## src/rtl/irq_pkg.sv

```systemverilog
package irq_pkg;
  localparam int unsigned NUM_SRC    = 5;
  localparam int unsigned DATA_W     = 8;
  localparam int unsigned VEC_W      = 8;
  localparam int unsigned VEC_BASE   = 'h40;
  localparam int unsigned VEC_STRIDE = 8;
endpackage

```

## src/rtl/irq_flag_reg.sv

```systemverilog
module irq_flag_reg #(
  parameter int unsigned N = 5
) (
  input  logic         clk_i,
  input  logic         rst_ni,
  input  logic         we_i,
  input  logic [N-1:0] wdata_i,
  input  logic [N-1:0] set_i,
  input  logic [N-1:0] clr_i,
  output logic [N-1:0] flag_o
);
  logic [N-1:0] flag_q;

  // per-bit priority: set > dispatch clear > write
  for (genvar g = 0; g < N; g++) begin : g_bit
    always_ff @(posedge clk_i or negedge rst_ni) begin
      if (!rst_ni)        flag_q[g] <= 1'b0;
      else if (set_i[g])  flag_q[g] <= 1'b1;
      else if (clr_i[g])  flag_q[g] <= 1'b0;
      else if (we_i)      flag_q[g] <= wdata_i[g];
    end


    flag_clr_chk: assert property (@(posedge clk_i) disable iff (!rst_ni)
      clr_i[g] && !set_i[g] |=> !flag_q[g]);

    flag_set_chk: assert property (@(posedge clk_i) disable iff (!rst_ni)
      set_i[g] |=> flag_q[g]);
  end

  assign flag_o = flag_q;
endmodule

```

## src/rtl/irq_en_reg.sv

```systemverilog
module irq_en_reg #(
  parameter int unsigned N = 5
) (
  input  logic         clk_i,
  input  logic         rst_ni,
  input  logic         we_i,
  input  logic [N-1:0] wdata_i,
  output logic [N-1:0] en_o
);
  logic [N-1:0] en_q;

  always_ff @(posedge clk_i or negedge rst_ni) begin
    if (!rst_ni)   en_q <= '0;
    else if (we_i) en_q <= wdata_i;
  end

  assign en_o = en_q;


  en_keep_chk: assert property (@(posedge clk_i) disable iff (!rst_ni)
    !we_i |=> $stable(en_q));
endmodule

```

## src/rtl/irq_prio_pick.sv

```systemverilog
module irq_prio_pick #(
  parameter int unsigned N     = 5,
  localparam int unsigned IDX_W = (N > 1) ? $clog2(N) : 1
) (
  input  logic [N-1:0]     req_i,
  output logic             any_o,
  output logic [N-1:0]     grant_o,
  output logic [IDX_W-1:0] idx_o
);
  // lowest index wins: scan downwards, last hit overrides
  always_comb begin
    grant_o = '0;
    idx_o   = '0;
    for (int i = N - 1; i >= 0; i--) begin
      if (req_i[i]) begin
        grant_o    = '0;
        grant_o[i] = 1'b1;
        idx_o      = IDX_W'(i);
      end
    end
  end

  assign any_o = |req_i;
endmodule

```

## src/rtl/irq_master_en.sv

```systemverilog
module irq_master_en (
  input  logic clk_i,
  input  logic rst_ni,
  input  logic set_i,
  input  logic clr_i,
  input  logic take_i,
  output logic ime_o
);
  logic ime_q;

  always_ff @(posedge clk_i or negedge rst_ni) begin
    if (!rst_ni)              ime_q <= 1'b0;
    else if (clr_i || take_i) ime_q <= 1'b0;
    else if (set_i)           ime_q <= 1'b1;
  end

  assign ime_o = ime_q;


  ime_drop_chk: assert property (@(posedge clk_i) disable iff (!rst_ni)
    take_i |=> !ime_q);
endmodule

```

## src/rtl/irq_dispatch.sv

```systemverilog
module irq_dispatch
  import irq_pkg::*;
#(
  parameter int unsigned N_SRC  = NUM_SRC,
  parameter int unsigned D_W    = DATA_W,
  parameter int unsigned V_W    = VEC_W,
  parameter int unsigned V_BASE = VEC_BASE,
  parameter int unsigned V_STEP = VEC_STRIDE
) (
  input  logic           clk_i,
  input  logic           rst_ni,
  input  logic           reg_addr_i,
  input  logic           reg_we_i,
  input  logic [D_W-1:0] reg_wdata_i,
  output logic [D_W-1:0] reg_rdata_o,
  input  logic [N_SRC-1:0] src_set_i,
  input  logic           ime_set_i,
  input  logic           ime_clr_i,
  output logic           dispatch_valid_o,
  output logic [V_W-1:0] dispatch_vec_o,
  output logic           pending_o,
  output logic           ime_o
);
  localparam int unsigned IDX_W = (N_SRC > 1) ? $clog2(N_SRC) : 1;

  logic [N_SRC-1:0] flag, en, elig, grant, clr;
  logic [IDX_W-1:0] idx;
  logic             any, ime, take;
  logic             valid_q;
  logic [V_W-1:0]   vec_q, vec_d;

  irq_flag_reg #(.N(N_SRC)) u_flag (
    .clk_i, .rst_ni,
    .we_i    (reg_we_i && !reg_addr_i),
    .wdata_i (reg_wdata_i[N_SRC-1:0]),
    .set_i   (src_set_i),
    .clr_i   (clr),
    .flag_o  (flag)
  );

  irq_en_reg #(.N(N_SRC)) u_en (
    .clk_i, .rst_ni,
    .we_i    (reg_we_i && reg_addr_i),
    .wdata_i (reg_wdata_i[N_SRC-1:0]),
    .en_o    (en)
  );

  assign elig = flag & en;

  irq_prio_pick #(.N(N_SRC)) u_pick (
    .req_i   (elig),
    .any_o   (any),
    .grant_o (grant),
    .idx_o   (idx)
  );

  assign take = ime && any;
  assign clr  = take ? grant : '0;

  irq_master_en u_ime (
    .clk_i, .rst_ni,
    .set_i  (ime_set_i),
    .clr_i  (ime_clr_i),
    .take_i (take),
    .ime_o  (ime)
  );

  assign vec_d = V_W'(V_BASE) + V_W'(idx) * V_W'(V_STEP);

  always_ff @(posedge clk_i or negedge rst_ni) begin
    if (!rst_ni) begin
      valid_q <= 1'b0;
      vec_q   <= '0;
    end else begin
      valid_q <= take;
      if (take) vec_q <= vec_d;
    end
  end

  assign reg_rdata_o      = reg_addr_i ? D_W'(en) : D_W'(flag);
  assign dispatch_valid_o = valid_q;
  assign dispatch_vec_o   = vec_q;
  assign pending_o        = any;
  assign ime_o            = ime;


  no_take_chk: assert property (@(posedge clk_i) disable iff (!rst_ni)
    !ime |=> !valid_q);

  pulse_chk: assert property (@(posedge clk_i) disable iff (!rst_ni)
    valid_q |=> !valid_q);

  ime_after_chk: assert property (@(posedge clk_i) disable iff (!rst_ni)
    valid_q |-> !ime);

  grant_chk: assert property (@(posedge clk_i) disable iff (!rst_ni)
    $onehot0(grant) && ((grant & ~elig) == '0) && (any == (grant != '0)));
endmodule

```

## config.mk

```make
export PLATFORM = sky130hd
export DESIGN_NAME = irq_dispatch
export DESIGN_NICKNAME = d
export VERILOG_FILES = /design/src/rtl/irq_pkg.sv /design/src/rtl/irq_flag_reg.sv /design/src/rtl/irq_en_reg.sv /design/src/rtl/irq_prio_pick.sv /design/src/rtl/irq_master_en.sv /design/src/rtl/irq_dispatch.sv
export SDC_FILE = /design/constraint.sdc
export NUM_CORES = 1
export LEC_CHECK = 0
export BUFFER_PORTS_ARGS = -buffer_cell sky130_fd_sc_hd__buf_4
export CORE_ASPECT_RATIO = 1.4
export CORE_MARGIN = 4
export CORE_UTILIZATION = 25
export CTS_BUF_LIST = sky130_fd_sc_hd__clkbuf_4 sky130_fd_sc_hd__clkbuf_8
export CTS_CLUSTER_DIAMETER = 40
export DETAILED_ROUTE_END_ITERATION = 10
export GPL_ROUTABILITY_DRIVEN = 0
export GPL_TIMING_DRIVEN = 0
export PLACE_DENSITY_LB_ADDON = 0.05
export SYNTH_ARGS = -nofsm -noshare
export SYNTH_HDL_FRONTEND = slang
export SYNTH_SLANG_ARGS = --single-unit
```

## constraint.sdc

```tcl
create_clock -name clk_i -period 2.2 [get_ports clk_i]
set_clock_uncertainty 0.05 [all_clocks]
set_input_delay 0.44 -clock clk_i [delete_from_list [all_inputs] [get_ports clk_i]]
set_output_delay 0.44 -clock clk_i [all_outputs]
set_load 0.1 [all_outputs]
```

==> results.yml, run 1 <==
status:
  run_status: "complete, no violations"
worst_hold_path:
  min-delay-start: "ime_clr_i"
  holdCritPathClass: "input port to flop"
routing:
  routed_wire_length_per_instance_um: 13.49
  num_vias: 727
  routedLengthMet1_um: 802
  drt_first_iter_violations: 11
  finalWirelength_um: 2132
  drt-pass1-iter-count: 4
  antenna_violating_nets_post_route: 0
  route.detailed.drc: 0
  met3WireLength_um: 124
  met2_routed_length_um: 1152
  via_per_inst: 4.601
  topRoutingLayerUsed: "met4"
die:
  placeableCoreArea_mm2: 0.003378
  fp.dieW_um: 57.99
  die_area_mm2: 0.004522
  initial_core_util_pct: 25.89
  row_count: 25
  io-pin-count: 38
  die_height_um: 77.99
place:
  detailed_place_hpwl_um: 1649
  dpl_worst_slack_ns: 0.2087
  io_buffers: 26
  dp_cells: 151
clock_tree:
  cts.root.buffer_cell: "sky130_fd_sc_hd__clkbuf_8"
  path_clk_slew_ns: 0.07
  ctsHtreeMaxLevel: 1
  clk-insertion-delay-late_ns: 0.25
  post_cts_resize_count: 0
  cts_buffer_depth: 2
  cts-buffers-inserted: 3
  cts.sink_count: 16
  cts_tree: "built"
power_and_ir_drop:
  power.share.combinational_pct: 45.4
  cell_internal_pwr_uw: 632.5
  power_leakage_nw: 0.5422
  power_density_mw_per_mm2: 958.8
  ir_worst_vdd_mv: 0.5046
  net-switching-power_uw: 539.6
  proportion_of_total_power_due_to_net_switching_pct: 46.04
  sequentialPowerShare_pct: 32.1
  total_power_mw: 1.172
  power_frac_clock_pct: 22.5
logic_synthesis:
  synth_top_family_by_area: "multiplexers"
  muxShareOfSynthArea_pct: 19.31
  synth_compound_gate_area_share_pct: 15.88
  post_synth_instance_area_um2: 874.6
  portion_of_the_post_synthesis_area_used_by_sequential_elements_pct: 45.78
  syn_avg_cell_area_um2: 11.07
  synthAdderAreaFrac_pct: 0
  synthCells: 79
  synth.ff_latch_count: 16
  synthesis.yosys.warnings: 0
  synth.distinct_cells: 24
  synthXorXnorAreaFrac_pct: 0
  yosys.area_share.simple_pct: 11.16
global_route:
  grt-ovfl-total: 0
  grt_use_total_pct: 10.52
  grt_antenna_before_repair: 0
  first_global_vias: 763
  global_route_wire_length_before_repair_um: 3567
  grt_start_max_net_pins: 17
cells_and_area:
  num_antenna_cells: 0
  layout-drive-gt1-share_pct: 50.00
  post_layout_nonfiller_instances: 158
  design.final.nets: 138
  area_delta_synth_final_pct: 39.77
  layout.filler_cells: 362
critical_path:
  crit_path_start: "u_en.en_o[2]"
  critical_path_cell_with_the_highest_stage_delay: "sky130_fd_sc_hd__dfrtp_1"
  critical_path_class: "flop to output port"
  cp-end-kind: "output port"
  worst-path-buf-inv: 2
  critPathLaunchType: "flop"
  critical-path-max-stage-delay_ns: 0.43
  arrival_ns: 1.53
  cells_along_the_critical_path: "a222oi_1, buf_4, nand2_2, buf_4"
  crit-reg2reg-launch: "u_en.en_o[2]"
  cpLargestDelayFamily: "buffers and inverters"
  most_repeated_library_cell_on_the_critical_path: "sky130_fd_sc_hd__buf_4"
  timing.critical_path.fanout_max: 6
  required_time_at_the_worst_slack_endpoint_ns: 1.71
timing:
  final_total_negative_setup_slack_ns: 0
  report.final.slew_viol_count: 0
  final.setup.worst_slack_ns: 0.1757
  max_clock_freq_mhz: 494.0
  rsz0062_at_grt: "false"
  post-route-period-util_pct: 92.01
  final_setup_violation_count: 0
  min_period_ns: 2.024
  finalHoldViolations: 0
flow_run:
  timing.max_cap.violations: 0
-- flip-flops by register name (all words and copies together) (netlist names) --
| signal | cells |
|---|---|
| dispatch_valid_o | 1 |
| dispatch_vec_o | 4 |
| u_en.en_o | 5 |
| u_flag.flag_o | 5 |
| u_ime.ime_o | 1 |
-- power groups by stage --
stage | Clock, mW | Combinational (mW) | Sequential [mW]
4_1_cts | 0.273 | 0.537 | 0.376
6_report | 0.264 | 0.532 | 0.376
3_5_place_dp | 0 | 0.526 | 0.381
2_1_floorplan | 0 | 0.275 | 0.519
3_3_place_gp | 0 | 0.524 | 0.381
5_1_grt | 0.291 | 0.559 | 0.383
-- logic make-up after synthesis --
logic type	after synthesis
buffers and inverters	10
multiplexers	15
flip-flops	16
AO/OA/AOI/OAI	19
other	1
AND/OR/NAND/NOR	18
-- final timing paths --
check	endpoint	cells past startpoint	slack, ns
worst min-delay path	u_ime.ime_o	2	0.29
max in group asynchronous	dispatch_vec_o[4]	2	1.38
worst min register to register	dispatch_vec_o[6]	1	0.42
worst max-delay path	pending_o	4	0.18
min in group asynchronous	u_en.en_o[1]	2	0.54
worst max register to register	dispatch_vec_o[3]	5	0.78
-- per-stage QoR --
step | hold slack (ns) | cell area, um2 | util, %
3_3_place_gp | 0.2711 | 1142 | 33.81
5_1_grt | 0.2834 | 1222 | 36.19
3_5_place_dp | 0.2684 | 1142 | 33.81
4_1_cts | 0.2845 | 1222 | 36.19
6_report | 0.2897 | 1222 | 36.19
2_1_floorplan | 0.09441 | 897.1 | -
-- layer usage --
metal  vias to the layer above  track usage [%]
li1                        350                -
met1                       348            11.20
met2                        24            18.55
met3                         5            1.997
met4                         0            6.265
met5                         -                0
-- final cells by class --
type | instances | area, um2 | area share (%)
tap | 40 | 50.05 | 4.094
inverter | 1 | 3.754 | 0.3071
timing repair buffer | 29 | 220.2 | 18.01
buffer | 9 | 61.31 | 5.015
multi-input combinational | 59 | 431.7 | 35.31
sequential | 16 | 400.4 | 32.75
clock buffer | 4 | 55.05 | 4.504
-- layout by cell type, fill, tap and decap left out --
cell	instances
sky130_fd_sc_hd__nor2b_2	1
sky130_fd_sc_hd__buf_2	1
sky130_fd_sc_hd__nand2b_1	1
sky130_fd_sc_hd__a21oi_1	4
sky130_fd_sc_hd__nand4_1	4
sky130_fd_sc_hd__conb_1	7
sky130_fd_sc_hd__a21o_1	6
sky130_fd_sc_hd__a222oi_1	1
sky130_fd_sc_hd__a22oi_1	1
sky130_fd_sc_hd__nand2_1	6
sky130_fd_sc_hd__inv_1	1
sky130_fd_sc_hd__clkbuf_8	4
sky130_fd_sc_hd__buf_4	35
sky130_fd_sc_hd__o21ai_0	1
sky130_fd_sc_hd__and2_1	3
sky130_fd_sc_hd__a21boi_0	1
sky130_fd_sc_hd__a22oi_2	1
sky130_fd_sc_hd__mux2_2	15
sky130_fd_sc_hd__o22ai_1	1
sky130_fd_sc_hd__a21bo_2	1
sky130_fd_sc_hd__a211oi_1	2
sky130_fd_sc_hd__dlygate4sd3_1	1
sky130_fd_sc_hd__nand3_1	2
sky130_fd_sc_hd__nand2_2	1
sky130_fd_sc_hd__clkbuf_1	1
sky130_fd_sc_hd__dfrtp_1	16
-- synthesized netlist by cell type, drive strengths merged --
cell type / n / share of area [%]
a211oi: 2 / 1.7
a21bo: 1 / 1.1
a21boi: 1 / 0.86
a21o: 6 / 5.1
a21oi: 4 / 2.3
a222oi: 1 / 1.1
a22oi: 2 / 2.3
and2: 3 / 2.1
buf: 8 / 6.6
clkbuf: 1 / 0.43
conb: 1 / 0.43
dfrtp: 16 / 46
inv: 1 / 0.43
mux2: 15 / 19
nand2: 7 / 3.3
nand2b: 1 / 0.72
nand3: 2 / 1.1
nand4: 4 / 2.9
nor2b: 1 / 1.0
o21ai: 1 / 0.57
o22ai: 1 / 0.72
-- timing repair --
item,CTS,global route
setup endpoints to repair,1,0
endpoints found under the hold margin,16,0
buffers inserted,2,0
hold buffers,1,0
(Power assumes the default switching activity.)
==> run 2: changes to the inputs <==
Settings changed: CELL_PAD_IN_SITES_DETAIL_PLACEMENT set to 0, CELL_PAD_IN_SITES_GLOBAL_PLACEMENT set to 2.
==> results.yml, run 2 (synthesis results as in run 1) <==
cells_and_area:
  fin_util_pct: 36.19
  top_library_cells_by_usage_in_the_layout_fill_and_taps_aside: "35 x sky130_fd_sc_hd__buf_4, 16 x sky130_fd_sc_hd__dfrtp_1, 15 x sky130_fd_sc_hd__mux2_2, 7 x sky130_fd_sc_hd__conb_1"
  layout_commonest_cell: "sky130_fd_sc_hd__buf_4"
  design.final.nets: 138
  layout.filler_cells: 363
  layout-drive-gt1-share_pct: 50.00
  num_antenna_cells: 0
  area_delta_synth_final_pct: 39.77
place:
  detailed_place_hpwl_um: 1652
  io_buffers: 26
power_and_ir_drop:
  net-switching-power_uw: 538.5
  proportion_of_total_power_due_to_net_switching_pct: 45.99
  power_leakage_nw: 0.5422
  ir_worst_vdd_mv: 0.5042
  sequentialPowerShare_pct: 32.1
  cell_internal_pwr_uw: 632.4
  power.share.combinational_pct: 45.4
  power_density_mw_per_mm2: 957.8
  power_frac_clock_pct: 22.5
critical_path:
  cells_along_the_critical_path: "a222oi_1, buf_4, nand2_2, buf_4"
  arrival_ns: 1.52
  required_time_at_the_worst_slack_endpoint_ns: 1.71
  critPathLaunchType: "flop"
  cp-end-kind: "output port"
  critical_path_class: "flop to output port"
  most_repeated_library_cell_on_the_critical_path: "sky130_fd_sc_hd__buf_4"
  critical_path_cell_with_the_highest_stage_delay: "sky130_fd_sc_hd__dfrtp_1"
  timing.critical_path.fanout_max: 6
  critical-path-max-stage-delay_ns: 0.43
die:
  placeableCoreArea_mm2: 0.003378
  io-pin-count: 38
  die_height_um: 77.99
  die_area_mm2: 0.004522
  row_count: 25
  fp.dieW_um: 57.99
  initial_core_util_pct: 25.89
clock_tree:
  cts-buffers-inserted: 3
  cts.root.buffer_cell: "sky130_fd_sc_hd__clkbuf_8"
  post_cts_resize_count: 0
  ctsHtreeMaxLevel: 1
  cts.sink_count: 16
  path_clk_slew_ns: 0.07
  cts_tree: "built"
  clk-insertion-delay-late_ns: 0.25
  cts_buffer_depth: 2
global_route:
  global_route_wire_length_before_repair_um: 3670
  grt_antenna_before_repair: 0
  first_global_vias: 766
  grt_start_max_net_pins: 17
  grt_use_total_pct: 10.73
  grt-ovfl-total: 0
status:
  run_status: "complete, no violations"
timing:
  report.final.slew_viol_count: 0
  final_setup_violation_count: 0
  rsz0062_at_grt: "false"
  post-route-period-util_pct: 91.58
  max_clock_freq_mhz: 496.4
  finalHoldViolations: 0
  min_period_ns: 2.015
  final_total_negative_setup_slack_ns: 0
routing:
  num_vias: 708
  drt-pass1-iter-count: 4
  finalWirelength_um: 2192
  route.detailed.drc: 0
  routed_wire_length_per_instance_um: 13.87
  drt_first_iter_violations: 11
  antenna_violating_nets_post_route: 0
  via_per_inst: 4.481
worst_hold_path:
  holdCritPathClass: "input port to flop"
flow_run:
  timing.max_cap.violations: 0
run 2: worst paths after layout:
check                                  start                 to  slack (ns)  cells past startpoint
setup / recovery                u_en.en_o[2]          pending_o        0.19                      4
hold / removal                     ime_clr_i        u_ime.ime_o        0.29                      2
setup reg to reg                u_en.en_o[2]        u_ime.ime_o        0.78                      5
hold reg to reg            dispatch_vec_o[6]  dispatch_vec_o[6]        0.41                      1
max in group asynchronous             rst_ni   dispatch_valid_o        1.38                      2
min in group asynchronous             rst_ni   u_flag.flag_o[1]        0.53                      2
run 2: stage by stage:
stage | cells | hold slack, ns | power, mW | area [um2] | setup slack [ns]
after floorplan | 85 | 0.09441 | 0.7942 | 897.1 | 0.3124
after global placement | 151 | 0.2682 | 0.9053 | 1142 | 0.2178
after detailed placement | 151 | 0.2703 | 0.9075 | 1142 | 0.2107
after CTS | 158 | 0.2732 | 1.190 | 1222 | 0.1740
after global routing | 158 | 0.2725 | 1.233 | 1222 | 0.05062
final | 158 | 0.2869 | 1.171 | 1222 | 0.1853
run 2: layout make-up:
type | count | area, um2 | share of cell area (%)
timing repair buffer | 29 | 220.2 | 18.01
buffer | 9 | 61.31 | 5.015
sequential | 16 | 400.4 | 32.75
tap | 40 | 50.05 | 4.094
multi-input combinational | 59 | 431.7 | 35.31
inverter | 1 | 3.754 | 0.3071
clock buffer | 4 | 55.05 | 4.504
run 2: critical path, delay by kind of cell, from the launching register on:
family,cells,cell delay (ns)
buf+inv,2,0.43
compound gates,1,0.35
flops,1,0.43
simple gates,1,0.06
run 2: power by group through the flow:
| stage | logic (mW) | registers (mW) | clock network (mW) |
|---|---|---|---|
| after floorplan | 0.275 | 0.519 | 0 |
| after global placement | 0.524 | 0.381 | 0 |
| after detailed placement | 0.526 | 0.382 | 0 |
| after CTS | 0.537 | 0.376 | 0.277 |
| after global routing | 0.560 | 0.384 | 0.289 |
| final | 0.532 | 0.376 | 0.264 |
run 2: per-layer routing:
layer  vias to the layer above  track usage [%]  share of wire (%)
li1                        352                -                  -
met1                       340            12.55                 42
met2                        14            17.99                 53
met3                         2            2.163                3.7
met4                         0            5.568                1.1
met5                         -                0                  0
run 2: timing repair:
item                       CTS  global route
hold endpoints to repair    16             0
hold buffers                 1             0
setup endpoints to repair    1             0
setup buffers                2             0
==> run 3: changes to the inputs <==
--- a/constraint.sdc
+++ b/constraint.sdc
@@ -4,2 +4,2 @@
 set_output_delay 0.44 -clock clk_i [all_outputs]
-set_load 0.1 [all_outputs]
+set_load 0.02 [all_outputs]
==> results.yml, run 3 (synthesis results as in run 1) <==
critical_path:
  crit-reg2reg-launch: "u_en.en_o[2]"
  cp-end-kind: "output port"
  crit_path_end: "pending_o"
  arrival_ns: 1.50
  cp_num_cells: 4
  required_time_at_the_worst_slack_endpoint_ns: 1.71
  timing.critical_path.fanout_max: 6
  cells_along_the_critical_path: "a222oi_1, buf_4, nand2_2, buf_4"
  crit_path_start: "u_en.en_o[2]"
  reg2reg_slack_ns: 0.78
  r2r-end: "dispatch_vec_o[6]"
  critical_path_class: "flop to output port"
  critical_path_cell_with_the_highest_stage_delay: "sky130_fd_sc_hd__dfrtp_1"
  worst_r2r_path_depth: 4
  most_repeated_library_cell_on_the_critical_path: "sky130_fd_sc_hd__buf_4"
  worst-path-buf-inv: 2
  critPathLaunchType: "flop"
  critical-path-max-stage-delay_ns: 0.44
  cpLargestDelayFamily: "flip-flops"
global_route:
  global_route_wire_length_before_repair_um: 3657
  grt_antenna_before_repair: 0
  grt_use_total_pct: 10.70
  grt_start_max_net_pins: 17
  grt-ovfl-total: 0
  first_global_vias: 761
clock_tree:
  ctsHtreeMaxLevel: 1
  cts.root.buffer_cell: "sky130_fd_sc_hd__clkbuf_8"
  cts_tree: "built"
  post_cts_resize_count: 0
  cts-buffers-inserted: 3
  cts.sink_count: 16
  path_clk_slew_ns: 0.07
  cts_buffer_depth: 2
  clk-insertion-delay-late_ns: 0.25
cells_and_area:
  layout.filler_cells: 365
  post_layout_nonfiller_instances: 157
  num_antenna_cells: 0
  fin_util_pct: 35.96
  design.final.nets: 137
  top_library_cells_by_usage_in_the_layout_fill_and_taps_aside: "34 x sky130_fd_sc_hd__buf_4, 16 x sky130_fd_sc_hd__dfrtp_1, 15 x sky130_fd_sc_hd__mux2_2, 7 x sky130_fd_sc_hd__conb_1"
  area_delta_synth_final_pct: 38.91
  layout_commonest_cell: "sky130_fd_sc_hd__buf_4"
  final_cell_area_mm2: 0.001215
  layout-drive-gt1-share_pct: 49.57
die:
  fp.dieW_um: 57.99
  io-pin-count: 38
  placeableCoreArea_mm2: 0.003378
  die_height_um: 77.99
  die_area_mm2: 0.004522
  row_count: 25
  initial_core_util_pct: 25.89
routing:
  drt_first_iter_violations: 16
  route.detailed.drc: 0
  num_vias: 715
  finalWirelength_um: 2194
  antenna_violating_nets_post_route: 0
  via_per_inst: 4.554
  routed_wire_length_per_instance_um: 13.97
  drt-pass1-iter-count: 5
timing:
  final_total_negative_setup_slack_ns: 0
  rsz0062_at_grt: "false"
  report.final.slew_viol_count: 0
  hold_slack_ns: 0.2868
  final_setup_violation_count: 0
  max_clock_freq_mhz: 503.6
  min_period_ns: 1.986
  finalHoldViolations: 0
  post-route-period-util_pct: 90.26
worst_hold_path:
  min-delay-start: "ime_clr_i"
  holdCritPathClass: "input port to flop"
status:
  run_status: "complete, no violations"
power_and_ir_drop:
  net-switching-power_uw: 285.0
  cell_internal_pwr_uw: 627.5
  power_leakage_nw: 0.5370
  proportion_of_total_power_due_to_net_switching_pct: 31.23
  ir_worst_vdd_mv: 0.2646
  power_frac_clock_pct: 29.0
  power.share.combinational_pct: 29.9
  power_density_mw_per_mm2: 751.1
  sequentialPowerShare_pct: 41.2
place:
  dp_cells: 151
  detailed_place_hpwl_um: 1652
  io_buffers: 26
  dpl_cell_area_mm2: 0.001142
flow_run:
  timing.max_cap.violations: 0
==> run 3: cell count changes in the layout (fill, tap and decap cells not counted), sizes merged <==
cell / previous run / this run
buf: 36 / 35
==> run 3: layer usage <==
| metal | global-route usage, % | wire [um] | up-vias |
|---|---|---|---|
| li1 | - | - | 350 |
| met1 | 12.55 | 920 | 347 |
| met2 | 17.87 | 1160 | 16 |
| met3 | 2.163 | 88 | 2 |
| met4 | 5.568 | 24 | 0 |
| met5 | 0 | 0 | - |
==> run 3: power by group through the flow <==
stage               Combinational [mW]  Sequential (mW)  Clock [mW]
global placement                 0.269            0.381           0
floorplan                        0.144            0.397           0
global route                     0.300            0.384       0.289
CTS                              0.273            0.376       0.277
finish                           0.273            0.376       0.264
detailed placement               0.271            0.382           0
==> run 3: repair_timing <==
action / 4_1_cts / 5_1_grt
setup endpoints to repair: 0 / 1
setup buffers: 0 / 1
hold buffers: 1 / 0
endpoints found under the hold margin: 16 / 0
==> run 3: layout make-up <==
class	instances	area (um2)	area share (%)
inverter	1	3.754	0.3090
tap	40	50.05	4.119
multi-input combinational	59	431.7	35.53
sequential	16	400.4	32.96
buffer	9	61.31	5.046
timing repair buffer	28	212.7	17.51
clock buffer	4	55.05	4.531
==> run 3: metrics by stage <==
| step | setup slack [ns] | power (mW) |
|---|---|---|
| after CTS | 0.01011 | 0.9263 |
| after detailed placement | 0.2883 | 0.6522 |
| after floorplan | 0.5832 | 0.5406 |
| after global routing | 0.1177 | 0.9736 |
| final | 0.2143 | 0.9125 |
| after global placement | 0.2955 | 0.6499 |
==> run 3: how the worst min path moves through the flow <==
stage / end / cells after the start / slack, ns
2_1_floorplan: dispatch_valid_o / 0 / 0.09
3_3_place_gp: u_flag.flag_o[1] / 1 / 0.27
3_5_place_dp: u_flag.flag_o[1] / 1 / 0.27
4_1_cts: u_ime.ime_o / 2 / 0.27
5_1_grt: u_ime.ime_o / 2 / 0.27
6_report: u_ime.ime_o / 2 / 0.29
